$ cat src/rtl/mfifo_irq_pkg.sv
package mfifo_irq_pkg;

  // Register word addresses.
  typedef enum logic [2:0] {
    ADDR_TXPUSH = 3'd0,
    ADDR_RXPOP  = 3'd1,
    ADDR_FCFG   = 3'd2,
    ADDR_LEVEL  = 3'd3,
    ADDR_IEN    = 3'd4,
    ADDR_ISTAT  = 3'd5
  } reg_addr_e;

  // Status / enable bit positions (decoded by software, so fixed).
  localparam int unsigned BIT_NACK  = 25;
  localparam int unsigned BIT_AACK  = 13;
  localparam int unsigned BIT_DONE  = 12;
  localparam int unsigned BIT_ARB   = 11;
  localparam int unsigned BIT_FULL  = 4;
  localparam int unsigned BIT_EMPTY = 3;
  localparam int unsigned BIT_HIGH  = 2;
  localparam int unsigned BIT_BERR  = 0;

  localparam logic [31:0] IRQ_MASK = (32'd1 << BIT_NACK) | (32'd1 << BIT_AACK) |
                                     (32'd1 << BIT_DONE) | (32'd1 << BIT_ARB)  |
                                     (32'd1 << BIT_FULL) | (32'd1 << BIT_EMPTY) |
                                     (32'd1 << BIT_HIGH) | (32'd1 << BIT_BERR);
  localparam logic [31:0] ENG_MASK = (32'd1 << BIT_NACK) | (32'd1 << BIT_AACK) |
                                     (32'd1 << BIT_DONE) | (32'd1 << BIT_ARB)  |
                                     (32'd1 << BIT_BERR);

  // Queue configuration fields.
  localparam int unsigned THR_W     = 8;
  localparam int unsigned LO_LSB    = 0;
  localparam int unsigned HI_LSB    = 8;
  localparam int unsigned FLUSH_BIT = 16;

  // Level readback fields.
  localparam int unsigned RXLVL_LSB = 0;
  localparam int unsigned TXLVL_LSB = 16;

endpackage

$ cat src/rtl/mfifo_rst_sync.sv
module mfifo_rst_sync (
  input  logic clk,
  input  logic rst_n,
  output logic rst_sync_n
);

  logic [1:0] sync_q;

  always_ff @(posedge clk or negedge rst_n) begin
    if (!rst_n) sync_q <= 2'b00;
    else        sync_q <= {sync_q[0], 1'b1};
  end

  assign rst_sync_n = sync_q[1];

endmodule

$ cat src/rtl/mfifo_buf.sv
module mfifo_buf #(
  parameter  int unsigned DEPTH  = 128,
  parameter  int unsigned DATA_W = 8,
  localparam int unsigned AW     = (DEPTH > 1) ? $clog2(DEPTH) : 1,
  localparam int unsigned CNT_W  = $clog2(DEPTH + 1)
) (
  input  logic              clk,
  input  logic              rst_n,
  input  logic              flush,
  input  logic              push,
  input  logic [DATA_W-1:0] push_data,
  input  logic              pop,
  output logic [DATA_W-1:0] rd_data,
  output logic [CNT_W-1:0]  cnt_q,
  output logic [CNT_W-1:0]  cnt_d,
  output logic              drained
);

  localparam logic [CNT_W-1:0] CNT_FULL = CNT_W'(DEPTH);
  localparam logic [AW-1:0]    PTR_LAST = AW'(DEPTH - 1);

  logic [DATA_W-1:0] mem [DEPTH];
  logic [AW-1:0]     wr_q, wr_d, rd_q, rd_d;
  logic [DATA_W-1:0] last_q, last_d;
  logic              push_ok, pop_ok;

  // Next state
  always_comb begin
    push_ok = push && (cnt_q != CNT_FULL);
    pop_ok  = pop  && (cnt_q != '0);
    wr_d    = wr_q;
    rd_d    = rd_q;
    cnt_d   = cnt_q;
    last_d  = last_q;
    drained = 1'b0;
    if (flush) begin
      wr_d  = '0;
      rd_d  = '0;
      cnt_d = '0;
    end else begin
      if (push_ok) wr_d = (wr_q == PTR_LAST) ? '0 : wr_q + 1'b1;
      if (pop_ok) begin
        rd_d   = (rd_q == PTR_LAST) ? '0 : rd_q + 1'b1;
        last_d = mem[rd_q];
      end
      case ({push_ok, pop_ok})
        2'b10:   cnt_d = cnt_q + 1'b1;
        2'b01:   cnt_d = cnt_q - 1'b1;
        default: cnt_d = cnt_q;
      endcase
      drained = pop_ok && !push_ok && (cnt_q == CNT_W'(1));
    end
  end

  // Registers
  always_ff @(posedge clk or negedge rst_n) begin
    if (!rst_n) begin
      wr_q   <= '0;
      rd_q   <= '0;
      cnt_q  <= '0;
      last_q <= '0;
    end else begin
      wr_q   <= wr_d;
      rd_q   <= rd_d;
      cnt_q  <= cnt_d;
      last_q <= last_d;
    end
  end

  // Storage, no reset
  always_ff @(posedge clk) begin
    if (push_ok && !flush) mem[wr_q] <= push_data;
  end

  assign rd_data = (cnt_q == '0) ? last_q : mem[rd_q];

endmodule

$ cat src/rtl/mfifo_irq_ctrl.sv
module mfifo_irq_ctrl
  import mfifo_irq_pkg::*;
#(
  parameter int unsigned DEPTH = 128,
  parameter int unsigned CNT_W = 8
) (
  input  logic             clk,
  input  logic             rst_n,
  input  logic             ev_nack,
  input  logic             ev_aack,
  input  logic             ev_done,
  input  logic             ev_arb,
  input  logic             ev_berr,
  input  logic             tx_drained,
  input  logic [CNT_W-1:0] rx_cnt_d,
  input  logic [CNT_W-1:0] tx_cnt_d,
  input  logic [THR_W-1:0] hi_thr_d,
  input  logic             en_wr,
  input  logic             stat_wr,
  input  logic [31:0]      wdata,
  output logic [31:0]      stat_q,
  output logic [31:0]      en_q,
  output logic             irq
);

  logic        hi_cond_d, hi_cond_q;
  logic        full_cond_d, full_cond_q;
  logic [31:0] set_vec, clr_vec, stat_d, en_d;

  // Next state
  always_comb begin
    hi_cond_d   = (hi_thr_d != '0) && (32'(rx_cnt_d) >= 32'(hi_thr_d));
    full_cond_d = (32'(rx_cnt_d) == DEPTH) || (32'(tx_cnt_d) == DEPTH);

    set_vec = '0;
    set_vec[BIT_NACK]  = ev_nack;
    set_vec[BIT_AACK]  = ev_aack;
    set_vec[BIT_DONE]  = ev_done;
    set_vec[BIT_ARB]   = ev_arb;
    set_vec[BIT_BERR]  = ev_berr;
    set_vec[BIT_EMPTY] = tx_drained;
    set_vec[BIT_HIGH]  = hi_cond_d && !hi_cond_q;
    set_vec[BIT_FULL]  = full_cond_d && !full_cond_q;

    clr_vec = stat_wr ? (wdata & IRQ_MASK) : '0;
    stat_d  = (stat_q & ~clr_vec) | set_vec;
    en_d    = en_wr ? (wdata & IRQ_MASK) : en_q;
  end

  // Registers
  always_ff @(posedge clk or negedge rst_n) begin
    if (!rst_n) begin
      stat_q      <= '0;
      en_q        <= '0;
      hi_cond_q   <= 1'b0;
      full_cond_q <= 1'b0;
    end else begin
      stat_q      <= stat_d;
      en_q        <= en_d;
      hi_cond_q   <= hi_cond_d;
      full_cond_q <= full_cond_d;
    end
  end

  assign irq = |(stat_q & en_q);

endmodule

$ cat src/rtl/mfifo_irq_unit.sv
module mfifo_irq_unit
  import mfifo_irq_pkg::*;
#(
  parameter  int unsigned DEPTH  = 128,
  parameter  int unsigned DATA_W = 8,
  localparam int unsigned CNT_W  = $clog2(DEPTH + 1)
) (
  input  logic              clk,
  input  logic              rst_n,
  input  logic              bus_wr,
  input  logic              bus_rd,
  input  logic [2:0]        bus_addr,
  input  logic [31:0]       bus_wdata,
  output logic [31:0]       bus_rdata,
  input  logic              eng_tx_pop,
  output logic [DATA_W-1:0] eng_tx_byte,
  output logic              eng_tx_ready,
  input  logic              eng_rx_push,
  input  logic [DATA_W-1:0] eng_rx_byte,
  input  logic              eng_ev_addr_nack,
  input  logic              eng_ev_addr_ack,
  input  logic              eng_ev_done,
  input  logic              eng_ev_arb_lost,
  input  logic              eng_ev_bus_err,
  output logic              irq
);

  logic              rst_sync_n;
  logic              wr_tx, rd_rx, wr_cfg, wr_en, wr_stat, flush;
  logic [THR_W-1:0]  hi_q, hi_d, lo_q, lo_d;
  logic [DATA_W-1:0] rx_head;
  logic [CNT_W-1:0]  tx_cnt, tx_cnt_d, rx_cnt, rx_cnt_d;
  logic              tx_drained, rx_drained;
  logic [31:0]       stat_q, en_q;

  mfifo_rst_sync u_rst_sync (
    .clk        (clk),
    .rst_n      (rst_n),
    .rst_sync_n (rst_sync_n)
  );

  // Register decode
  always_comb begin
    wr_tx   = bus_wr && (bus_addr == ADDR_TXPUSH);
    rd_rx   = bus_rd && (bus_addr == ADDR_RXPOP);
    wr_cfg  = bus_wr && (bus_addr == ADDR_FCFG);
    wr_en   = bus_wr && (bus_addr == ADDR_IEN);
    wr_stat = bus_wr && (bus_addr == ADDR_ISTAT);
    flush   = wr_cfg && bus_wdata[FLUSH_BIT];
    hi_d    = wr_cfg ? bus_wdata[HI_LSB +: THR_W] : hi_q;
    lo_d    = wr_cfg ? bus_wdata[LO_LSB +: THR_W] : lo_q;
  end

  always_ff @(posedge clk or negedge rst_sync_n) begin
    if (!rst_sync_n) begin
      hi_q <= '0;
      lo_q <= '0;
    end else begin
      hi_q <= hi_d;
      lo_q <= lo_d;
    end
  end

  mfifo_buf #(.DEPTH(DEPTH), .DATA_W(DATA_W)) u_tx_buf (
    .clk       (clk),
    .rst_n     (rst_sync_n),
    .flush     (flush),
    .push      (wr_tx),
    .push_data (bus_wdata[DATA_W-1:0]),
    .pop       (eng_tx_pop),
    .rd_data   (eng_tx_byte),
    .cnt_q     (tx_cnt),
    .cnt_d     (tx_cnt_d),
    .drained   (tx_drained)
  );

  mfifo_buf #(.DEPTH(DEPTH), .DATA_W(DATA_W)) u_rx_buf (
    .clk       (clk),
    .rst_n     (rst_sync_n),
    .flush     (flush),
    .push      (eng_rx_push),
    .push_data (eng_rx_byte),
    .pop       (rd_rx),
    .rd_data   (rx_head),
    .cnt_q     (rx_cnt),
    .cnt_d     (rx_cnt_d),
    .drained   (rx_drained)
  );

  mfifo_irq_ctrl #(.DEPTH(DEPTH), .CNT_W(CNT_W)) u_irq_ctrl (
    .clk        (clk),
    .rst_n      (rst_sync_n),
    .ev_nack    (eng_ev_addr_nack),
    .ev_aack    (eng_ev_addr_ack),
    .ev_done    (eng_ev_done),
    .ev_arb     (eng_ev_arb_lost),
    .ev_berr    (eng_ev_bus_err),
    .tx_drained (tx_drained),
    .rx_cnt_d   (rx_cnt_d),
    .tx_cnt_d   (tx_cnt_d),
    .hi_thr_d   (hi_d),
    .en_wr      (wr_en),
    .stat_wr    (wr_stat),
    .wdata      (bus_wdata),
    .stat_q     (stat_q),
    .en_q       (en_q),
    .irq        (irq)
  );

  assign eng_tx_ready = (tx_cnt != '0);

  // Read mux; rx_drained has no consumer on the receive side
  always_comb begin
    bus_rdata = '0;
    case (bus_addr)
      ADDR_RXPOP: bus_rdata = 32'(rx_head) | {31'd0, 1'b0 & rx_drained};
      ADDR_FCFG:  bus_rdata = (32'(hi_q) << HI_LSB) | (32'(lo_q) << LO_LSB);
      ADDR_LEVEL: bus_rdata = (32'(rx_cnt) << RXLVL_LSB) | (32'(tx_cnt) << TXLVL_LSB);
      ADDR_IEN:   bus_rdata = en_q;
      ADDR_ISTAT: bus_rdata = stat_q;
      default:    bus_rdata = '0;
    endcase
  end

endmodule

$ cat config.mk
export PLATFORM = sky130hd
export DESIGN_NAME = mfifo_irq_unit
export DESIGN_NICKNAME = d
export VERILOG_FILES = /design/src/rtl/mfifo_irq_pkg.sv /design/src/rtl/mfifo_rst_sync.sv /design/src/rtl/mfifo_buf.sv /design/src/rtl/mfifo_irq_ctrl.sv /design/src/rtl/mfifo_irq_unit.sv
export SDC_FILE = /design/constraint.sdc
export NUM_CORES = 2
export LEC_CHECK = 0
export ABC_CLOCK_PERIOD_IN_PS = 3900
export BUFFER_PORTS_ARGS = -buffer_cell sky130_fd_sc_hd__buf_2
export CORE_UTILIZATION = 45
export CTS_BUF_LIST = sky130_fd_sc_hd__clkbuf_2 sky130_fd_sc_hd__clkbuf_4 sky130_fd_sc_hd__clkbuf_8
export DETAILED_ROUTE_END_ITERATION = 8
export GPL_TIMING_DRIVEN = 0
export MAX_ROUTING_LAYER = met4
export RECOVER_POWER = 50
export REMOVE_ABC_BUFFERS = 1
export SLEW_MARGIN = 20
export SYNTH_ARGS = -nofsm -noshare
export SYNTH_HDL_FRONTEND = slang
export SYNTH_SLANG_ARGS = --single-unit
$ cat constraint.sdc
create_clock -name clk -period 3.9 [get_ports clk]
set_input_delay 0.78 -clock clk [delete_from_list [all_inputs] [get_ports clk]]
set_output_delay 0.78 -clock clk [all_outputs]
set_load 0.01 [all_outputs]
==> qor.yml <==
status: "finished with violations"
violations: "max-capacitance violations, max-slew violations, negative setup slack"
ant_nets: 0
hold_ws_ns: 0.115
dp_slack_ns: -2.65
cp.required_ns: 3.12
p_per_area_nw_per_um2: 627
wl_per_cell_um: 28.0
via_per_inst: 5.87
io_pins: 96
endpoint_kind: "output pin"
slew_violations: 1884
syn_area_um2: 84500
yosys.cell_types.count: 71
grt_pass1_vias: 44300
regToRegSetupSlack_ns: 0.07
die_y_um: 435
place_hpwl_mm: 120
cp_num_buf_inv: 5
hold_class: "input pin to flip-flop"
num_rows: 158
critical_path.cell_chain: "buf_16 -> buf_16 -> buf_12 -> buf_16 -> mux4_2 -> a22o_1 -> a211oi_2 -> a21oi_4 -> a22oi_2 -> nand2_2 -> a221o_1 -> buf_6"
rsz0062_at_grt: "yes"
fillCellCount: 14600
synth-seq-cells: 2144
synthArstFlopShare: 0.0448
syn_area_per_cell_um2: 19.3
grt_pass1_wl_mm: 306
ys_warn_count: 0
antenna_found_initial: 5
cts_tree: "done"
synth_edf_count: 2048
hold_viol: 0
synth_ff_type: "edfxtp_1"
final_common_cell: "edfxtp_1"
worstSetupPathType: "flip-flop to output pin"
num_vias: 44200
cts_max_path_buffers: 4
fin_area_um2: 99200
min_period_over_period: 1.29
cp_slowest_cell: "dfrtp_4"
wl_mm: 211
drive_gt1_frac: 0.321
die_area_um2: 190000
die_x_um: 435
crit_arrival_ns: 4.24
ys_seq_area_frac: 0.756
drtIter0Drc: 4295
syn_inst: 4389
grt_max_degree: 97
cts_max_level: 5
setup_slack_ns: -1.12
dpl-instance-area_um2: 89100
cts.sinks: 2144
critical_path.max_stage_delay_ns: 0.51
path_clk_slew_ns: 0.06
grt-ovfl-total: 0
fmax_mhz: 199
first_pass_iters: 7
finalClockSkew_ns: 0.0673
grt_util_all_layers: 0.226
drv_cap: 28
cts_made_buffers: 349
start_util: 0.454
worstPathMaxFanout: 7
drc_errors: 0
mostFrequentLayoutCells: "2048 x edfxtp_1, 384 x mux4_2, 363 x clkbuf_8"
root_buffer: "clkbuf_8"
insertion_delay_ns: 1.06
slew_headroom: -1.70
period_minus_slack_ns: 5.02
numPortBuffers: 74
power.leakage_uw: 0.0315
core-area_um2: 186000
cp-start-kind: "flip-flop"
worst_pin_slew_ns: 4.05
crit_family: "compound AO/OA/AOI/OAI gates"
ir_worst_vdd_v: 0.000399
cpMostUsedCell: "buf_16"
synthToLayoutAreaGrowth_pct: 17.3
nNetsFinal: 4871
gp_congestion: 0.796
setup_violations: 66
## metal layers
metal | track usage | vias to the layer above | wire length [um]
li1 | - | 18900 | -
met1 | 0.311 | 23300 | 89200
met2 | 0.353 | 1587 | 104000
met3 | 0.0354 | 338 | 12900
met4 | 0.0607 | 0 | 4870
met5 | - | - | 0
## stage by stage
step	std cells	TNS [ns]	utilization	power, uW
6_report	7527	-21.08	0.533	62100
4_1_cts	7461	-17.29	0.530	61700
3_5_place_dp	6762	-1394.11	0.479	40300
5_1_grt	7527	-64.84	0.533	64300
3_3_place_gp	6666	-5663.00	0.467	36400
2_1_floorplan	4112	-351.87	-	34900
## report_power, final
group          leakage (uW)  switching (uW)  internal [uW]
clock network       0.00347            8620          10000
registers            0.0195             578          25700
logic               0.00845            8980           8220
## logic make-up after synthesis
| family | count (synthesis) | share of synthesized area |
|---|---|---|
| buffers and inverters | 306 | 0.0152 |
| AND/OR/NAND/NOR | 580 | 0.0308 |
| flip-flops | 2144 | 0.756 |
| other | 2 | 0.0000889 |
| AO/OA/AOI/OAI | 625 | 0.0533 |
| multiplexers | 696 | 0.140 |
| adder cells (fa/ha/maj) | 21 | 0.00311 |
| XOR/XNOR | 15 | 0.00155 |
## worst paths after layout
kind                       cells past startpoint                 start              endpoint
max                                           12      u_rx_buf.rd_q[0]          bus_rdata[7]
min reg2reg                                    0  u_rst_sync.sync_q[1]      u_rx_buf.wr_q[5]
max in group asynchronous                      1  u_rst_sync.sync_q[1]      u_rx_buf.rd_q[4]
min in group asynchronous                      0  u_rst_sync.sync_q[1]      u_rx_buf.wr_q[5]
max reg2reg                                   10     u_tx_buf.cnt_q[5]  u_irq_ctrl.stat_q[4]
min                                            3         bus_wdata[13]               hi_q[5]
## tightest hold or removal path, delay by kind of cell
| family | cells | cell delay [ns] |
|---|---|---|
| muxes | 1 | 0.12 |
| buffers and inverters | 2 | 0.22 |
## state kept, by name, indices dropped and copies added, names as in the netlist
name,count
lo_q,8
u_tx_buf.rd_q,7
u_rx_buf.mem,1024
u_irq_ctrl.stat_q,8
u_irq_ctrl.full_cond_q,1
u_rx_buf.rd_q,7
u_rx_buf.wr_q,7
u_rx_buf.last_q,8
u_rx_buf.cnt_q,8
u_irq_ctrl.hi_cond_q,1
u_irq_ctrl.en_q,8
u_tx_buf.wr_q,7
u_tx_buf.mem,1024
u_tx_buf.cnt_q,8
u_tx_buf.last_q,8
u_rst_sync.sync_q,2
hi_q,8
## layout make-up
cell class                 count  area, um2  area share
inverter                      23       98.8    0.000997
timing repair buffer         331       4450      0.0449
antenna                        8       20.0    0.000202
multi-input combinational   1947      21100       0.212
sequential                  2144      63900       0.645
clock buffer                 495       5990      0.0604
tap                         2480       3100      0.0313
clock inverter                99        512     0.00516
## cells in the mapped netlist, types with 42 or more instances
library cell,count,area share
a22oi_1,99,0.0088
nand2_1,110,0.0049
clkbuf_1,174,0.0077
o221ai_1,64,0.0066
dfrtp_1,96,0.028
a211oi_1,129,0.011
mux2_2,42,0.0056
nor2_1,313,0.014
a22o_1,70,0.0073
a21oi_1,89,0.0053
mux4_2,384,0.10
buf_2,69,0.0041
mux2i_1,268,0.032
o22ai_1,66,0.0049
edfxtp_1,2048,0.73
## what timing repair did
item	4_1_cts	5_1_grt
setup endpoints to repair	1257	818
pin swaps	89	67
hold buffers	13	0
buffers inserted	63	58
cloned	29	3
gates resized for setup	294	152
endpoints found under the hold margin	12	0
No activity file was read; power rests on OpenSTA's default activity.
